[config.mk]
export PLATFORM = sky130hd
export DESIGN_NAME = cmd_ring_fetch
export DESIGN_NICKNAME = d
export VERILOG_FILES = /design/src/rtl/cmd_ring_pkg.sv /design/src/rtl/cmd_ring_pfifo.sv /design/src/rtl/cmd_ring_engine.sv /design/src/rtl/cmd_ring_regs.sv /design/src/rtl/cmd_ring_fetch.sv
export SDC_FILE = /design/constraint.sdc
export NUM_CORES = 1
export LEC_CHECK = 0
export BUFFER_PORTS_ARGS = -buffer_cell sky130_fd_sc_hd__buf_2
export CORE_MARGIN = 4
export CORE_UTILIZATION = 25
export CTS_BUF_LIST = sky130_fd_sc_hd__clkbuf_4 sky130_fd_sc_hd__clkbuf_8
export CTS_CLUSTER_SIZE = 20
export DETAILED_ROUTE_END_ITERATION = 8
export GPL_ROUTABILITY_DRIVEN = 0
export GPL_TIMING_DRIVEN = 0
export MAX_ROUTING_LAYER = met4
export SYNTH_ARGS = -nofsm -noshare
export SYNTH_HDL_FRONTEND = slang
export SYNTH_SLANG_ARGS = --single-unit
[constraint.sdc]
create_clock -name clk -period 2.5 [get_ports clk]
set_input_delay 0.125 -clock clk [delete_from_list [all_inputs] [get_ports clk]]
set_output_delay 0.125 -clock clk [all_outputs]
set_load 0.05 [all_outputs]
[src/rtl/cmd_ring_pkg.sv]
package cmd_ring_pkg;
   typedef enum logic [1:0] {
      RA_RPTR = 2'd0,
      RA_WPTR = 2'd1,
      RA_CTRL = 2'd2,
      RA_STAT = 2'd3
   } reg_addr_e;

   localparam int REG_DW        = 16;
   localparam int RPTR_RST_BIT  = 15;
   localparam int CTRL_RUN_BIT  = 1;
   localparam int CTRL_IEN_BIT  = 0;
   localparam int STAT_MERR_BIT = 0;
endpackage

[src/rtl/cmd_ring_pfifo.sv]
module cmd_ring_pfifo #(
   parameter int W     = 32,
   parameter int DEPTH = 4,
   localparam int PW    = $clog2(DEPTH),
   localparam int CNT_W = $clog2(DEPTH + 1)
) (
   input  logic             clk,
   input  logic             rst_n,
   input  logic             flush,
   input  logic             push,
   input  logic [W-1:0]     din,
   input  logic             pop,
   output logic             valid,
   output logic [W-1:0]     dout,
   output logic [CNT_W-1:0] count
);
   generate
      if (DEPTH < 2 || (1 << PW) != DEPTH) begin : g_bad_depth
         $error("cmd_ring_pfifo: DEPTH must be a power of two >= 2");
      end
   endgenerate

   localparam logic [PW-1:0]    P_ONE = PW'(1);
   localparam logic [CNT_W-1:0] C_ONE = CNT_W'(1);

   logic [W-1:0]  store [DEPTH];
   logic [PW-1:0] wr_p, rd_p;
   logic          do_pop;

   assign valid  = (count != '0);
   assign dout   = store[rd_p];
   assign do_pop = pop & valid;

   always_ff @(posedge clk) begin
      if (push) store[wr_p] <= din;
   end

   always_ff @(posedge clk) begin
      if (!rst_n || flush) begin
         wr_p  <= '0;
         rd_p  <= '0;
         count <= '0;
      end else begin
         if (push)   wr_p <= wr_p + P_ONE;
         if (do_pop) rd_p <= rd_p + P_ONE;
         case ({push, do_pop})
            2'b10:   count <= count + C_ONE;
            2'b01:   count <= count - C_ONE;
            default: ;
         endcase
      end
   end

   a_r5_no_push_when_full: assert property (@(posedge clk) disable iff (!rst_n)
      push |-> (count < CNT_W'(DEPTH)) || do_pop);
endmodule

[src/rtl/cmd_ring_engine.sv]
module cmd_ring_engine #(
   parameter int IDX_W    = 8,
   parameter int PF_DEPTH = 4,
   localparam int CNT_W   = $clog2(PF_DEPTH + 1),
   localparam int ADDR_W  = IDX_W + 2
) (
   input  logic              clk,
   input  logic              rst_n,
   input  logic              run_en,
   input  logic              ptr_clear,
   input  logic [IDX_W-1:0]  wp,
   input  logic [CNT_W-1:0]  buf_cnt,
   output logic              mem_req_valid,
   input  logic              mem_req_ready,
   output logic [ADDR_W-1:0] mem_req_addr,
   input  logic              mem_rsp_valid,
   input  logic              mem_rsp_err,
   output logic              push,
   output logic              err_evt,
   output logic              busy,
   output logic [IDX_W-1:0]  rp
);
   localparam logic [IDX_W-1:0] I_ONE = IDX_W'(1);
   localparam logic [CNT_W-1:0] C_ONE = CNT_W'(1);

   logic [IDX_W-1:0] ip;        // last index issued
   logic [CNT_W-1:0] out_cnt;   // fetches in flight
   logic             drop;      // discard responses after an error
   logic [CNT_W:0]   occ;
   logic             fire;

   assign occ           = {1'b0, out_cnt} + {1'b0, buf_cnt};
   assign mem_req_valid = run_en & ~drop & ~ptr_clear & (ip != wp)
                        & (occ < (CNT_W+1)'(PF_DEPTH));
   assign mem_req_addr  = {ip + I_ONE, 2'b00};
   assign fire          = mem_req_valid & mem_req_ready;
   assign push          = mem_rsp_valid & ~mem_rsp_err & ~drop;
   assign err_evt       = mem_rsp_valid & mem_rsp_err;
   assign busy          = (out_cnt != '0);

   always_ff @(posedge clk) begin
      if (!rst_n) begin
         ip      <= '0;
         rp      <= '0;
         out_cnt <= '0;
         drop    <= 1'b0;
      end else begin
         case ({fire, mem_rsp_valid})
            2'b10:   out_cnt <= out_cnt + C_ONE;
            2'b01:   out_cnt <= out_cnt - C_ONE;
            default: ;
         endcase
         if (ptr_clear) begin
            ip   <= '0;
            rp   <= '0;
            drop <= 1'b0;
         end else begin
            if (fire) ip <= ip + I_ONE;
            if (push) rp <= rp + I_ONE;
            if (err_evt)            drop <= 1'b1;
            else if (out_cnt == '0) drop <= 1'b0;
            // realign the issue point once nothing is in flight
            if ((!run_en || drop) && out_cnt == '0) ip <= rp;
         end
      end
   end

   a_r3_rp_single_step: assert property (@(posedge clk) disable iff (!rst_n)
      (rp != $past(rp)) |-> (rp == $past(rp) + I_ONE) || (rp == '0));
   a_r3_rsp_expected: assert property (@(posedge clk) disable iff (!rst_n)
      mem_rsp_valid |-> busy);
   a_r5_no_overflow: assert property (@(posedge clk) disable iff (!rst_n)
      occ <= (CNT_W+1)'(PF_DEPTH));
   a_r6_fetch_needs_run: assert property (@(posedge clk) disable iff (!rst_n)
      mem_req_valid |-> run_en && !drop);
endmodule

[src/rtl/cmd_ring_regs.sv]
module cmd_ring_regs
   import cmd_ring_pkg::*;
#(
   parameter int IDX_W   = 8,
   parameter bit IRQ_REG = 1'b0
) (
   input  logic              clk,
   input  logic              rst_n,
   input  logic [1:0]        reg_addr,
   input  logic              reg_we,
   input  logic [REG_DW-1:0] reg_wdata,
   output logic [REG_DW-1:0] reg_rdata,
   input  logic [IDX_W-1:0]  rp,
   input  logic              busy,
   input  logic              err_evt,
   output logic [IDX_W-1:0]  wp,
   output logic              run_en,
   output logic              ptr_clear,
   output logic              rst_ack,
   output logic              irq
);
   generate
      if (IDX_W < 2 || IDX_W >= RPTR_RST_BIT) begin : g_bad_idx
         $error("cmd_ring_regs: IDX_W must fit below the reset bit");
      end
   endgenerate

   logic run_req, ien, merr, rst_req, run_rb, stat_clr;

   assign run_en    = run_req;
   assign run_rb    = run_req | busy;
   assign ptr_clear = rst_req & ~run_rb;
   assign stat_clr  = reg_we && reg_addr == RA_STAT && reg_wdata[STAT_MERR_BIT];

   always_ff @(posedge clk) begin
      if (!rst_n) begin
         run_req <= 1'b0;
         ien     <= 1'b0;
         merr    <= 1'b0;
         rst_req <= 1'b0;
         rst_ack <= 1'b0;
         wp      <= '0;
      end else begin
         rst_ack <= ptr_clear;
         if (reg_we) begin
            case (reg_addr)
               RA_RPTR: rst_req <= reg_wdata[RPTR_RST_BIT];
               RA_WPTR: wp      <= reg_wdata[IDX_W-1:0];
               RA_CTRL: begin
                  run_req <= reg_wdata[CTRL_RUN_BIT];
                  ien     <= reg_wdata[CTRL_IEN_BIT];
               end
               default: ;
            endcase
         end
         if (stat_clr) merr <= 1'b0;
         if (err_evt) begin
            merr    <= 1'b1;
            run_req <= 1'b0;
         end
      end
   end

   always_comb begin
      reg_rdata = '0;
      case (reg_addr)
         RA_RPTR: begin
            reg_rdata[IDX_W-1:0]    = rp;
            reg_rdata[RPTR_RST_BIT] = rst_ack;
         end
         RA_WPTR: reg_rdata[IDX_W-1:0] = wp;
         RA_CTRL: begin
            reg_rdata[CTRL_RUN_BIT] = run_rb;
            reg_rdata[CTRL_IEN_BIT] = ien;
         end
         default: reg_rdata[STAT_MERR_BIT] = merr;
      endcase
   end

   generate
      if (IRQ_REG) begin : g_irq_flop
         always_ff @(posedge clk) begin
            if (!rst_n) irq <= 1'b0;
            else        irq <= merr & ien;
         end
      end else begin : g_irq_comb
         assign irq = merr & ien;
      end
   endgenerate

   a_r6_run_reads_busy: assert property (@(posedge clk) disable iff (!rst_n)
      (reg_addr == RA_CTRL && busy) |-> reg_rdata[CTRL_RUN_BIT]);
   a_r9_error_halts: assert property (@(posedge clk) disable iff (!rst_n)
      err_evt |=> !run_req && merr);
   a_r10_merr_w1c: assert property (@(posedge clk) disable iff (!rst_n)
      $fell(merr) |-> $past(stat_clr));
endmodule

[src/rtl/cmd_ring_fetch.sv]
module cmd_ring_fetch
   import cmd_ring_pkg::*;
#(
   parameter int IDX_W    = 8,
   parameter int ENTRY_W  = 32,
   parameter int PF_DEPTH = 4,
   parameter bit IRQ_REG  = 1'b0,
   localparam int ADDR_W  = IDX_W + 2,
   localparam int CNT_W   = $clog2(PF_DEPTH + 1)
) (
   input  logic               clk,
   input  logic               rst_n,
   input  logic [1:0]         reg_addr,
   input  logic               reg_we,
   input  logic [15:0]        reg_wdata,
   output logic [15:0]        reg_rdata,
   output logic               mem_req_valid,
   input  logic               mem_req_ready,
   output logic [ADDR_W-1:0]  mem_req_addr,
   input  logic               mem_rsp_valid,
   input  logic               mem_rsp_err,
   input  logic [ENTRY_W-1:0] mem_rsp_data,
   output logic               cmd_valid,
   input  logic               cmd_ready,
   output logic [ENTRY_W-1:0] cmd_data,
   output logic               irq
);
   logic [IDX_W-1:0] wp, rp;
   logic             run_en, ptr_clear, rst_ack, busy, err_evt, push;
   logic [CNT_W-1:0] buf_cnt;

   cmd_ring_regs #(.IDX_W(IDX_W), .IRQ_REG(IRQ_REG)) u_regs (
      .clk, .rst_n, .reg_addr, .reg_we, .reg_wdata, .reg_rdata,
      .rp, .busy, .err_evt, .wp, .run_en, .ptr_clear, .rst_ack, .irq
   );

   cmd_ring_engine #(.IDX_W(IDX_W), .PF_DEPTH(PF_DEPTH)) u_eng (
      .clk, .rst_n, .run_en, .ptr_clear, .wp, .buf_cnt,
      .mem_req_valid, .mem_req_ready, .mem_req_addr,
      .mem_rsp_valid, .mem_rsp_err, .push, .err_evt, .busy, .rp
   );

   cmd_ring_pfifo #(.W(ENTRY_W), .DEPTH(PF_DEPTH)) u_buf (
      .clk, .rst_n, .flush(ptr_clear), .push, .din(mem_rsp_data),
      .pop(cmd_ready), .valid(cmd_valid), .dout(cmd_data), .count(buf_cnt)
   );

   a_r7_ack_means_flushed: assert property (@(posedge clk) disable iff (!rst_n)
      rst_ack |-> !cmd_valid && rp == '0);
   a_r7_no_fetch_while_ack: assert property (@(posedge clk) disable iff (!rst_n)
      rst_ack |-> !busy);
endmodule

After elaboration in Yosys (flattened, before gate mapping)
Memories as Yosys holds them, arrays and structs flattened. A register that Yosys moved wholly into a read port is not among the register bits.
Index checks and enable logic that the tools add are counted.
- $add $sub $neg: 9
- order comparisons: 1
- eq/ne operators: 8
- muxes and demuxes: 16
- bitwise operators: 17
- reductions and logical operators: 21
- operator list (kind ; count):
    8-bit by 1-bit adder with 8-bit output, second input constant ; 2
    8-bit 2-to-1 mux ; 2
    3-bit case mux with 2 select lines ; 2
    6-bit case mux with 2 select lines ; 1
    1-bit bitwise AND ; 11
    2-bit nonzero test ; 5
    2-bit == test, second input constant ; 4
    8-bit inequality test ; 1
    1-bit 2-to-1 mux ; 7
    3-bit by 1-bit adder with 3-bit output, second input constant ; 2
    2-bit by 1-bit == test with 1-bit output, second input constant ; 3
    1-bit case mux with 3 select lines ; 2
    2-bit AND reduction ; 3
    3-bit nonzero test ; 2
    3-bit by 1-bit subtractor with 3-bit output, second input constant ; 2
    1-bit inverter ; 5
    2-bit by 1-bit adder with 2-bit output, second input constant ; 2
    3-bit by 3-bit adder with 4-bit output ; 1
    4-bit by 3-bit less-than comparator with 1-bit output, second input constant ; 1
    2-bit 2-to-1 mux ; 2
    2-bit OR reduction ; 2
    1-bit logical AND ; 3
    3-bit zero test ; 1
    1-bit zero test ; 2
    other kinds (3) ; 4
- flip-flop bits (word level): 40
- bits in writable memories: 128
- input bits: 57
- output and inout bits: 61
- memories kept: 1
- memories (memory ; depth ; bits a word ; read ports ; clocked after Yosys merged registers in ; write ports ; line ; text):
    u_buf.store ; 4 ; 32 ; 1 ; 1 ; 1 ; cmd_ring_pfifo.sv:26 ; logic [W-1:0] store [DEPTH];

Depth between registers and ports, before layout
Gate-level depths: netlist of run 1.
- depth in word-level cells: 11
- mapped depth: 12
- mapped depth without buffers: 11

Hierarchy
From an unflattened synthesis of run 1, not the netlist that was laid out.
- cell total of the unflattened synthesis: 449
- area, all modules: 7185.6 sq um
- modules (own cells, without submodules) (module ; times used ; cells each ; area an instance (sq um)):
    cmd_ring_pfifo ; 1 ; 215 ; 5107.4
    cmd_ring_engine ; 1 ; 149 ; 1321.3
    cmd_ring_regs ; 1 ; 85 ; 757.0

Least setup slack after synthesis of run 1
No wires, ideal clock.
- path kind: flip-flop to flip-flop
- from: reg u_eng.ip[4]
- to: reg u_eng.out_cnt[2]
- data arrival time: 2613 ps
- data required time: 2424 ps
- slack: -189 ps
- stages on the path, launching flop included: 13
- path buffers: 2
- clock period less this slack: 2689 ps
- cells stage by stage: dfxtp_1 -> buf_2 -> xor2_1 -> nor4_1 -> a211oi_4 -> buf_2 -> inv_1 -> ha_1 -> inv_1 -> fa_1 -> xor2_1 -> or3_1 -> a21boi_0
- longest elaborated chain between the ends: 6
- elaborated cells on any way between the ends: 8
- those cells by class: eq/ne (3); mux (1); bitwise (3); reduce/logical (1)
- ends and longest elaborated chain (element ; line ; text):
    start: declaration ; cmd_ring_engine.sv:26 ; logic [IDX_W-1:0] ip;
    start signal: assignment ; cmd_ring_engine.sv:58 ; if (fire) ip <= ip + I_ONE;
    start signal: assignment ; cmd_ring_engine.sv:63 ; if ((!run_en || drop) && out_cnt == '0) ip <= rp;
    8-bit inequality test (*) ; cmd_ring_engine.sv:33 ; assign mem_req_valid = run_en & ~drop & ~ptr_clear & (ip != wp)
    1-bit bitwise AND (*) ; cmd_ring_engine.sv:33 ;
    1-bit bitwise AND (*) ; cmd_ring_engine.sv:34 ; & (occ < (CNT_W+1)'(PF_DEPTH));
    1-bit bitwise AND (*) ; cmd_ring_engine.sv:36 ; assign fire = mem_req_valid & mem_req_ready;
    2-bit by 1-bit == test with 1-bit output / 2-bit == test (equally long branches) ; cmd_ring_engine.sv:48 ; case ({fire, mem_rsp_valid})
    3-bit case mux with 2 select lines / 2-bit nonzero test (equally long branches) ; -- ;
    end signal: assignment ; cmd_ring_engine.sv:49 ; 2'b10: out_cnt <= out_cnt + C_ONE;
    end signal: assignment ; cmd_ring_engine.sv:50 ; 2'b01: out_cnt <= out_cnt - C_ONE;
    end: declaration ; cmd_ring_engine.sv:27 ; logic [CNT_W-1:0] out_cnt;
Every way passes the cells marked *; elsewhere a longest branch is shown, timed or not.
A chain may end at the register's enable or synchronous reset.

Worst setup path in the final report of run 1
- from: reg u_eng.out_cnt[1]
- to: reg u_eng.out_cnt[2]
- longest elaborated chain between the ends: 11
- elaborated cells on any way between the ends: 17
- those cells by class: add/sub (3); order compare (1); eq/ne (2); mux (1); bitwise (8); reduce/logical (2)
- ends and longest elaborated chain (element):
    branches (longest 11 deep; another with 3-bit by 3-bit adder with 4-bit output)
Several ways; the timed one is not identified.

==> impl_results.md, run 1 <==
- Area fraction of the dominant cell type after synthesis: 54.9%
- Crit path kind: flop to flop
- Mean number of vias per cell: 4.11
- Wire length of the first global-routing pass: around 24000 um
- CTS H-tree lvls: 4
- Library cell with the largest summed area after synthesis: sky130_fd_sc_hd__edfxtp_1
- Power Density: 783 nW/um^2
- Worst-case vdd ir drop: around 0.00037 V
- Most used flip-flop cell after synthesis: sky130_fd_sc_hd__edfxtp_1
- Final Non-Filler Cells: just over 1000
- Number of clock sinks seen by CTS: 170
- Number of global-route vias before repair: 4326
- Dominant delay contributor by cell family on the critical path: simple AND/OR/NAND/NOR gates
- Worst clock skew: between 0.015 and 0.02 ns
- TritonCTS clock tree: built
- Critical Path Start Type: flop
- Count of final max-slew check failures: 0
- Core Util, Final: 33.0%
- Crit path capture type: flop
- Data required time at the worst endpoint: about 2.9 ns
- Critical path's most frequent cell: sky130_fd_sc_hd__ha_4
- Max clock buf depth: 2
- Clock-pin slew of the registers on the worst-case setup and hold paths: 0.10 ns
- Fill cell instance count of the final layout: 2754
- Proportion of layout cells with a drive suffix above 1: 33.8%
- Height of the die: approximately 180 um
- Number of flops mapped to enable cells by yosys: between 100 and 150
- Input/output buffers: approximately 100
- Antenna diodes: 0
- Total gr overflow: 0
- Width of the die: roughly 180 um
- Antenna viol nets, final: 0
- Worst slew margin relative to its limit: 51.8%
- Placed cell count: between 900 and 1000
- WL per Instance: roughly 14 um
- Starting density of the core: about a quarter
- Final period util: between 90 and 100%
- Total Negative Setup Slacks: 0 ns
- Final count of hold timing violations: 0
- Length of the first detailed-routing pass in iterations: 4
- Cell Chain, Critical Path: ha_4 > or4_4 > a211oi_4 > buf_6 > inv_4 > ha_4 > inv_2 > fa_2 > xor2_1 > or3_1 > a21boi_1
- Most frequent cell after synthesis: sky130_fd_sc_hd__edfxtp_1
- Synth warnings: 0
- First-iteration detailed-routing DRC count: ~230
- Via count: roughly 4200
- Overall routing resource usage: 10.2%
- Proportion of synthesized flip-flops having asynchronous set or reset: 0%
- Data arrival at the endpoint of the critical path: ~2.8 ns
- Mapped Cells: ~440
- Setup repair after global routing missed its margin: yes
- Number of distinct standard cells referenced by the synthesized netlist: 42
- Number of nets in the finished design: 696
- Worst-path cell with the longest stage delay: sky130_fd_sc_hd__or4_4
- Detailed placer's ending HPWL: just under 10000 um
- Worst slew pin tran: between 0.7 and 0.8 ns
- Maximum number of pins on one net before global-route repair: 33
- Type of the tightest min-delay check: input pin to flop
- DRC: 0
- Root cell of the clock tree: sky130_fd_sc_hd__clkbuf_8
- Final Critical Period: 2.44 ns
- Synthesized area: 7010 sq um
- Worst stage delay on the critical path: ~0.55 ns
- Area of the die: 30800 sq um
- Maximum clock frequency: approximately 400 MHz
- Static Leak: ~0.0033 uW
- Number of buffers created by CTS: 17
- Top post-synthesis cells by count: sky130_fd_sc_hd__edfxtp_1 (128), sky130_fd_sc_hd__dfxtp_1 (42), sky130_fd_sc_hd__mux4_2 (33), sky130_fd_sc_hd__nor2_1 (31)
- Result of the run: finished, final reports clean
- Bufs and invs on worst path: 3
- Clock latency reported for the late side of the worst-skew pair: ~0.45 ns
- Num ports: around 120
- Final Routed Wirelength: between 10000 and 15000 um
- Number of antenna violations at the first check in global routing: 0
- Flip-flop and latch count after synthesis: 170
- Standard cell core area: roughly 28000 sq um
- Max Cap Viol: 0
- # rows: 61
- Number of setup violations in the final report: 0
- Area growth, synth to finish: 30.5%
- Share of the yosys chip area belonging to registers: 66.9%
- Synth area leaders: sky130_fd_sc_hd__edfxtp_1 (55%), sky130_fd_sc_hd__dfxtp_1 (12%), sky130_fd_sc_hd__mux4_2 (11%)
- Crit path max fanout: 3
- Mean area per synthesized cell: between 15 and 20 sq um
-- cell usage in the layout, fill, tap and decap left out, types with 12 or more instances in the layout --
master and count:
sky130_fd_sc_hd__mux4_2 33, sky130_fd_sc_hd__mux2i_1 20, sky130_fd_sc_hd__buf_4 18, sky130_fd_sc_hd__inv_1 12
sky130_fd_sc_hd__dfxtp_1 34, sky130_fd_sc_hd__edfxtp_1 128, sky130_fd_sc_hd__nor2b_1 14, sky130_fd_sc_hd__buf_2 103
sky130_fd_sc_hd__dlygate4sd3_1 46, sky130_fd_sc_hd__clkbuf_8 17, sky130_fd_sc_hd__nor2_1 31, sky130_fd_sc_hd__xor2_1 16
sky130_fd_sc_hd__nand2_1 20
-- metrics by stage --
stage	setup slack, ns	total power (uW)	area, sq um	hold slack (ns)
after floorplan	-0.00478	4610	7060	0.224
after detailed placement	-0.204	5010	8100	0.344
after CTS	0.00681	7230	9080	0.0240
after global routing	-0.0519	7510	9140	0.0651
after global placement	-0.610	4990	8040	0.343
final	0.0558	7160	9140	0.0638
-- flip-flops by register name, summed over array words and instances, names as in the netlist, named ones only --
register        flops
u_buf.store       128
u_regs.rst_req      1
u_eng.drop          1
u_eng.rp            8
u_regs.run_en       1
u_eng.ip            8
u_eng.out_cnt       3
u_buf.count         3
u_regs.rst_ack      1
u_regs.wp           8
u_buf.wr_p          2
u_regs.ien          1
u_buf.rd_p          2
u_regs.merr         1
-- logic make-up after synthesis --
kind of cell / after synthesis / synth area share, %
AND/OR/NAND/NOR: 113 / 8.38
XOR/XNOR: 27 / 3.38
AO/OA/AOI/OAI: 27 / 2.70
multiplexers: 53 / 13.5
flip-flops: 170 / 66.9
buffers and inverters: 41 / 2.80
adder cells (fa/ha/maj): 12 / 2.36
other: 1 / 0.0535
-- worst reg2reg max path: cells and delay by family (launching register included) --
family,cells,cell delay [ns]
flip-flops,1,0.37
AO/OA/AOI/OAI,2,0.37
buffers and inverters,3,0.23
XOR/XNOR,1,0.07
adder cells (fa/ha/maj),3,0.49
AND/OR/NAND/NOR,2,0.86
-- routing by layer --
metal / share of wire (%) / wire length (um) / up-vias / global-route usage (%)
li1: - / - / 2014 / -
met1: 49 / 7110 / 2032 / 13.7
met2: 45 / 6640 / 125 / 15.5
met3: 5.2 / 762 / 11 / 2.82
met4: 0.76 / 111 / 0 / 2.26
met5: 0 / 0 / - / -
-- where the power goes --
group	switching, uW	internal, uW	total [uW]	leakage (uW)
logic	1180	647	1830	0.00161
clock network	1170	964	2130	0.000225
registers	63.7	3130	3200	0.00151
total	2410	4740	7160	0.00334
-- final timing paths --
kind | startpoint | endpoint | slack (ns) | cells after the start
setup / recovery | u_eng.out_cnt[1]$_SDFFE_PN0P_ | u_eng.out_cnt[2]$_SDFFE_PN0P_ | 0.06 | 11
hold / removal | reg_we | u_regs.merr$_SDFFE_PN0P_ | 0.06 | 4
setup reg to reg | u_eng.out_cnt[1]$_SDFFE_PN0P_ | u_eng.out_cnt[2]$_SDFFE_PN0P_ | 0.06 | 11
hold reg to reg | u_eng.drop$_SDFFE_PP0P_ | u_eng.drop$_SDFFE_PP0P_ | 0.48 | 2
-- area by class of cell --
cell class / instances / area (sq um) / share of cell area, %
plain buffers: 26 / 153 / 1.67
repair buffers: 157 / 1080 / 11.8
well taps: 378 / 473 / 5.17
clock buffers: 17 / 234 / 2.56
multi-input cells: 241 / 2230 / 24.4
flip-flops and latches: 170 / 4700 / 51.4
clock inverters: 15 / 219 / 2.39
inverters: 14 / 55.1 / 0.602
-- what timing repair did --
| action | in CTS | in global routing |
|---|---|---|
| pin swaps | 3 | 3 |
| buffers inserted | 4 | 3 |
| endpoints found under the hold margin | 143 | 0 |
| resized for setup | 10 | 13 |
| hold buffers | 46 | 0 |
| endpoints found under the setup margin | 24 | 22 |
(Power assumes the default switching activity.)
==> run 2, diff against run 1 <==
--- a/config.mk
+++ b/config.mk
@@ -16,4 +16,5 @@
 export MAX_ROUTING_LAYER = met4
 export SYNTH_ARGS = -nofsm -noshare
 export SYNTH_HDL_FRONTEND = slang
+export SYNTH_HIERARCHICAL = 1
 export SYNTH_SLANG_ARGS = --single-unit
==> impl_results.md, run 2 <==
- Reg-to-reg setup timing slack: -0.05 ns (-0.11 ns)
- Synthesized area: 7190 sq um (+2.6%)
- Endpoint of the worst register-to-register path: u_eng/out_cnt[2]$_SDFFE_PN0P_
- Num ports: 118 (unchanged)
- Starting density of the core: 25.6% (+0.30 points)
- Result of the run: complete, but fails checks
- Critical hold path startpoint: rst_n
- Final Routed Wirelength: 15200 um (+3.8%)
- Critical Path Start Type: flop
- Area growth, synth to finish: 28.5%
- Flip-flop and latch count after synthesis: 170 (unchanged)
- Critical path's most frequent cell: sky130_fd_sc_hd__inv_2
- Length of the first detailed-routing pass in iterations: 4 (unchanged)
- Worst-path cell with the longest stage delay: sky130_fd_sc_hd__or4_4
- Placed cell count: 939 (+0.54%)
- Net Sw Frac: 33.8% (+0.10 points)
- Core Util, Final: 32.9% (-0.12 points)
- Final period util: 102% (+4.3 points)
- Dominant delay contributor by cell family on the critical path: simple AND/OR/NAND/NOR gates
- Depth of the worst hold-timing path: 3 (-1)
- Detailed placer's ending HPWL: 10200 um (+5.9%)
- Worst-case vdd ir drop: 0.000312 V (-17%)
- Most used flip-flop cell after synthesis: sky130_fd_sc_hd__edfxtp_1
- Crit path max fanout: 4 (+1)
- Mean number of vias per cell: 4.17 (+1.5%)
- Height of the die: 178 um (+1.2%)
- Overall routing resource usage: 9.95% (-0.22 points)
- Relative contribution of sequential cells to total power: 45.2% (+0.6 points)
- Number of clock sinks seen by CTS: 170 (unchanged)
- Setup repair after global routing missed its margin: yes
- Max Cap Viol: 0 (unchanged)
- Worst slew margin relative to its limit: 58.5% (+6.7 points)
- Bufs and invs on worst path: 2 (-1)
- Number of global-route vias before repair: 4357 (+0.72%)
- Width of the die: 178 um (+1.2%)
- Number of setup violations in the final report: 2 (+2)
- Proportion of synthesized flip-flops having asynchronous set or reset: 0% (unchanged)
- Mapped Cells: 449 (+1.1%)
- Antenna diodes: 0 (unchanged)
- Synth area leaders: sky130_fd_sc_hd__edfxtp_1 (53%), sky130_fd_sc_hd__dfxtp_1 (12%), sky130_fd_sc_hd__mux4_2 (9.4%)
- Number of distinct standard cells referenced by the synthesized netlist: 51 (+21%)
- Clock-pin slew of the registers on the worst-case setup and hold paths: 0.10 ns (about the same)
- TritonCTS clock tree: built
- Violated checks: setup timing
- Fill cell instance count of the final layout: 2805 (+1.9%)
- Number of nets in the finished design: 700 (+0.57%)
- Max clock buf depth: 2 (unchanged)
- Worst Reg2Reg Path Length in Cells: 13 (+2)
- Data arrival at the endpoint of the critical path: 2.93 ns (+0.11 ns)
- Most common library cell in the layout ignoring fill and taps: sky130_fd_sc_hd__edfxtp_1
- Worst clock skew: 0.0196 ns (+0.00134 ns)
- Total gr overflow: 0 (unchanged)
- DRC: 0 (unchanged)
- Wire length of the first global-routing pass: 23800 um (-0.12%)
- Maximum number of pins on one net before global-route repair: 30 (-9.1%)
- # rows: 61 (unchanged)
- WL per Instance: 14.9 um (+3.4%)
- Static Leak: 0.00332 uW (-0.62%)
- Post-layout worst setup margin: -0.0525 ns (-0.108 ns)
- Clock latency reported for the late side of the worst-skew pair: 0.44 ns (about the same)
- Input/output buffers: 101 (unchanged)
- P_int: 4700 uW (-0.85%)
- Worst slew pin tran: 0.622 ns (-0.101 ns)
- Synth warnings: 6 (+6)
- Count of final max-slew check failures: 0 (unchanged)
- Crit path capture type: flop
- CTS H-tree lvls: 4 (unchanged)
- Data required time at the worst endpoint: 2.88 ns (about the same)
- Crit path kind: flop to flop
- Proportion of layout cells with a drive suffix above 1: 35.4% (+1.7 points)
- Standard cell core area: 28100 sq um (+1.4%)
- Critical R2R Launch: u_eng/out_cnt[2]$_SDFFE_PN0P_
- Largest reg by FF count: u_buf/store
- Part of the power in the clock network: 27.5% (-2.3 points)
- Antenna viol nets, final: 0 (unchanged)
- Top post-synthesis cells by count: sky130_fd_sc_hd__edfxtp_1 (128), sky130_fd_sc_hd__dfxtp_1 (42), sky130_fd_sc_hd__nand2_1 (36), sky130_fd_sc_hd__mux4_2 (30), sky130_fd_sc_hd__nor2_1 (28)
- Worst slack, placed: -0.450 ns (-0.247 ns)
- Final count of hold timing violations: 0 (unchanged)
- Final Critical Period: 2.55 ns (+0.108 ns)
- Final Non-Filler Cells: 1022 (+0.39%)
- Via count: 4261 (+1.9%)
- First-iteration detailed-routing DRC count: 241 (+3.0%)
- Maximum clock frequency: 392 MHz (-4.2%)
- Endpoint of the worst hold-timing path: u_regs/ien$_SDFFE_PN0P_
- Root cell of the clock tree: sky130_fd_sc_hd__clkbuf_8
- Mean area per synthesized cell: 16.0 sq um (+1.4%)
- Most frequent cell after synthesis: sky130_fd_sc_hd__edfxtp_1
- Area of the die: 31500 sq um (+2.5%)
- Highest-count cells in the layout ignoring fill and taps: sky130_fd_sc_hd__edfxtp_1 (128), sky130_fd_sc_hd__buf_2 (106), sky130_fd_sc_hd__dlygate4sd3_1 (45)
- Flip-flop count of the largest register after layout: 128 (unchanged)
- Cell Chain, Critical Path: nor3_4 > inv_2 > nor2_2 > and2_4 > or4_4 > a311oi_4 > o211ai_4 > ha_4 > inv_2 > fa_2 > xor2_1 > or3_1 > a21boi_1
- Net switching power of the design: 2410 uW (-0.39%)
- Type of the tightest min-delay check: input pin to flop
- Number of flops mapped to enable cells by yosys: 128 (unchanged)
- Number of antenna violations at the first check in global routing: 0 (unchanged)
- Power Density: 770 nW/um^2 (-1.7%)
- Worst stage delay on the critical path: 0.42 ns (-0.13 ns)
- Share of the yosys chip area belonging to registers: 65.2% (-1.7 points)
- Relative contribution of combinational cells to total power: 27.3% (+1.7 points)
- Library cell with the largest summed area after synthesis: sky130_fd_sc_hd__edfxtp_1
- Final worst hold slack: 0.0459 ns (-0.0179 ns)
- Area fraction of the dominant cell type after synthesis: 53.5% (-1.4 points)
- Number of buffers created by CTS: 17 (unchanged)
- Total Negative Setup Slacks: -0.0735 ns (-0.0735 ns)
run 2: changes by cell type in the layout (fill, tap and decap cells not counted), moves of 4 or more:
| cell | delta |
|---|---|
| sky130_fd_sc_hd__nand2_1 | +16 |
| sky130_fd_sc_hd__nor2b_1 | -12 |
| sky130_fd_sc_hd__xnor2_1 | +8 |
| sky130_fd_sc_hd__xor2_1 | -7 |
| sky130_fd_sc_hd__dfxtp_2 | -6 |
| sky130_fd_sc_hd__mux2_2 | +5 |
| sky130_fd_sc_hd__buf_12 | +4 |
| sky130_fd_sc_hd__clkinv_8 | -4 |
| sky130_fd_sc_hd__dfxtp_1 | +4 |
| sky130_fd_sc_hd__nor2_1 | -4 |
run 2: layout make-up:
cell class	count	area, sq um	share of cell area [%]
Clock buffer	18	241	2.61
Sequential cell	170	4700	50.9
Inverter	11	41.3	0.447
Clock inverter	14	150	1.63
Buffer	27	214	2.32
Multi-Input combinational cell	248	2330	25.2
Timing Repair Buffer	156	1090	11.8
Tap cell	378	473	5.12
run 2: how the worst max path moves through the flow:
stage,endpoint,depth (start not counted),from,slack (ns)
3_5_place_dp,u_eng/out_cnt[2]$_SDFFE_PN0P_,13,u_eng/out_cnt[0]$_SDFFE_PN0P_,-0.45
2_1_floorplan,u_eng/out_cnt[2]$_SDFFE_PN0P_,13,u_eng/out_cnt[0]$_SDFFE_PN0P_,-0.06
3_3_place_gp,u_buf/store[0][1]$_DFFE_PP_,2,u_eng/drop$_SDFFE_PP0P_,-0.66
5_1_grt,u_eng/out_cnt[2]$_SDFFE_PN0P_,13,u_eng/out_cnt[2]$_SDFFE_PN0P_,-0.15
4_1_cts,u_eng/out_cnt[2]$_SDFFE_PN0P_,13,u_eng/out_cnt[2]$_SDFFE_PN0P_,-0.13
6_report,u_eng/out_cnt[2]$_SDFFE_PN0P_,13,u_eng/out_cnt[2]$_SDFFE_PN0P_,-0.05
run 2: logic make-up after synthesis:
| logic type | after synthesis | synth area share [%] |
|---|---|---|
| flip-flops | 170 | 65.2 |
| adder cells (fa/ha/maj) | 12 | 2.30 |
| AO/OA/AOI/OAI | 25 | 2.96 |
| XOR/XNOR | 28 | 3.41 |
| other | 2 | 0.105 |
| buffers and inverters | 38 | 3.55 |
| multiplexers | 60 | 14.4 |
| AND/OR/NAND/NOR | 114 | 8.06 |
run 2: power groups by stage:
stage | clock network, uW | registers, uW | logic [uW]
after floorplan | 0 | 3250 | 1490
after global placement | 0 | 3280 | 1870
after detailed placement | 0 | 3270 | 1890
after CTS | 2050 | 3210 | 1970
after global routing | 2160 | 3230 | 2070
final | 1950 | 3210 | 1940
run 2: tightest hold or removal path: cells and delay by family:
kind	cells	cell delay, ns
buffers and inverters	1	0.15
and+or+nand+nor	1	0.11
muxes	1	0.07
run 2: timing repair:
item                                    4_1_cts  5_1_grt
endpoints found under the hold margin       142        0
hold buffers                                 45        0
endpoints found under the setup margin        4        4
buffers inserted                              5        1
gates resized for setup                      14        2
pin swaps                                     5        4
run 2: metrics by stage:
| stage | area [sq um] | power [uW] |
|---|---|---|
| 2_1_floorplan | 7220 | 4740 |
| 3_3_place_gp | 8200 | 5140 |
| 3_5_place_dp | 8290 | 5160 |
| 4_1_cts | 9220 | 7230 |
| 5_1_grt | 9240 | 7460 |
| 6_report | 9240 | 7110 |
run 2: layer usage:
metal	up-vias	part of all wire, %	GRT usage (%)
met2	116	47	15.8
li1	2042	-	-
met5	-	0	-
met4	0	0.84	2.29
met3	18	5.2	2.49
met1	2085	47	12.9
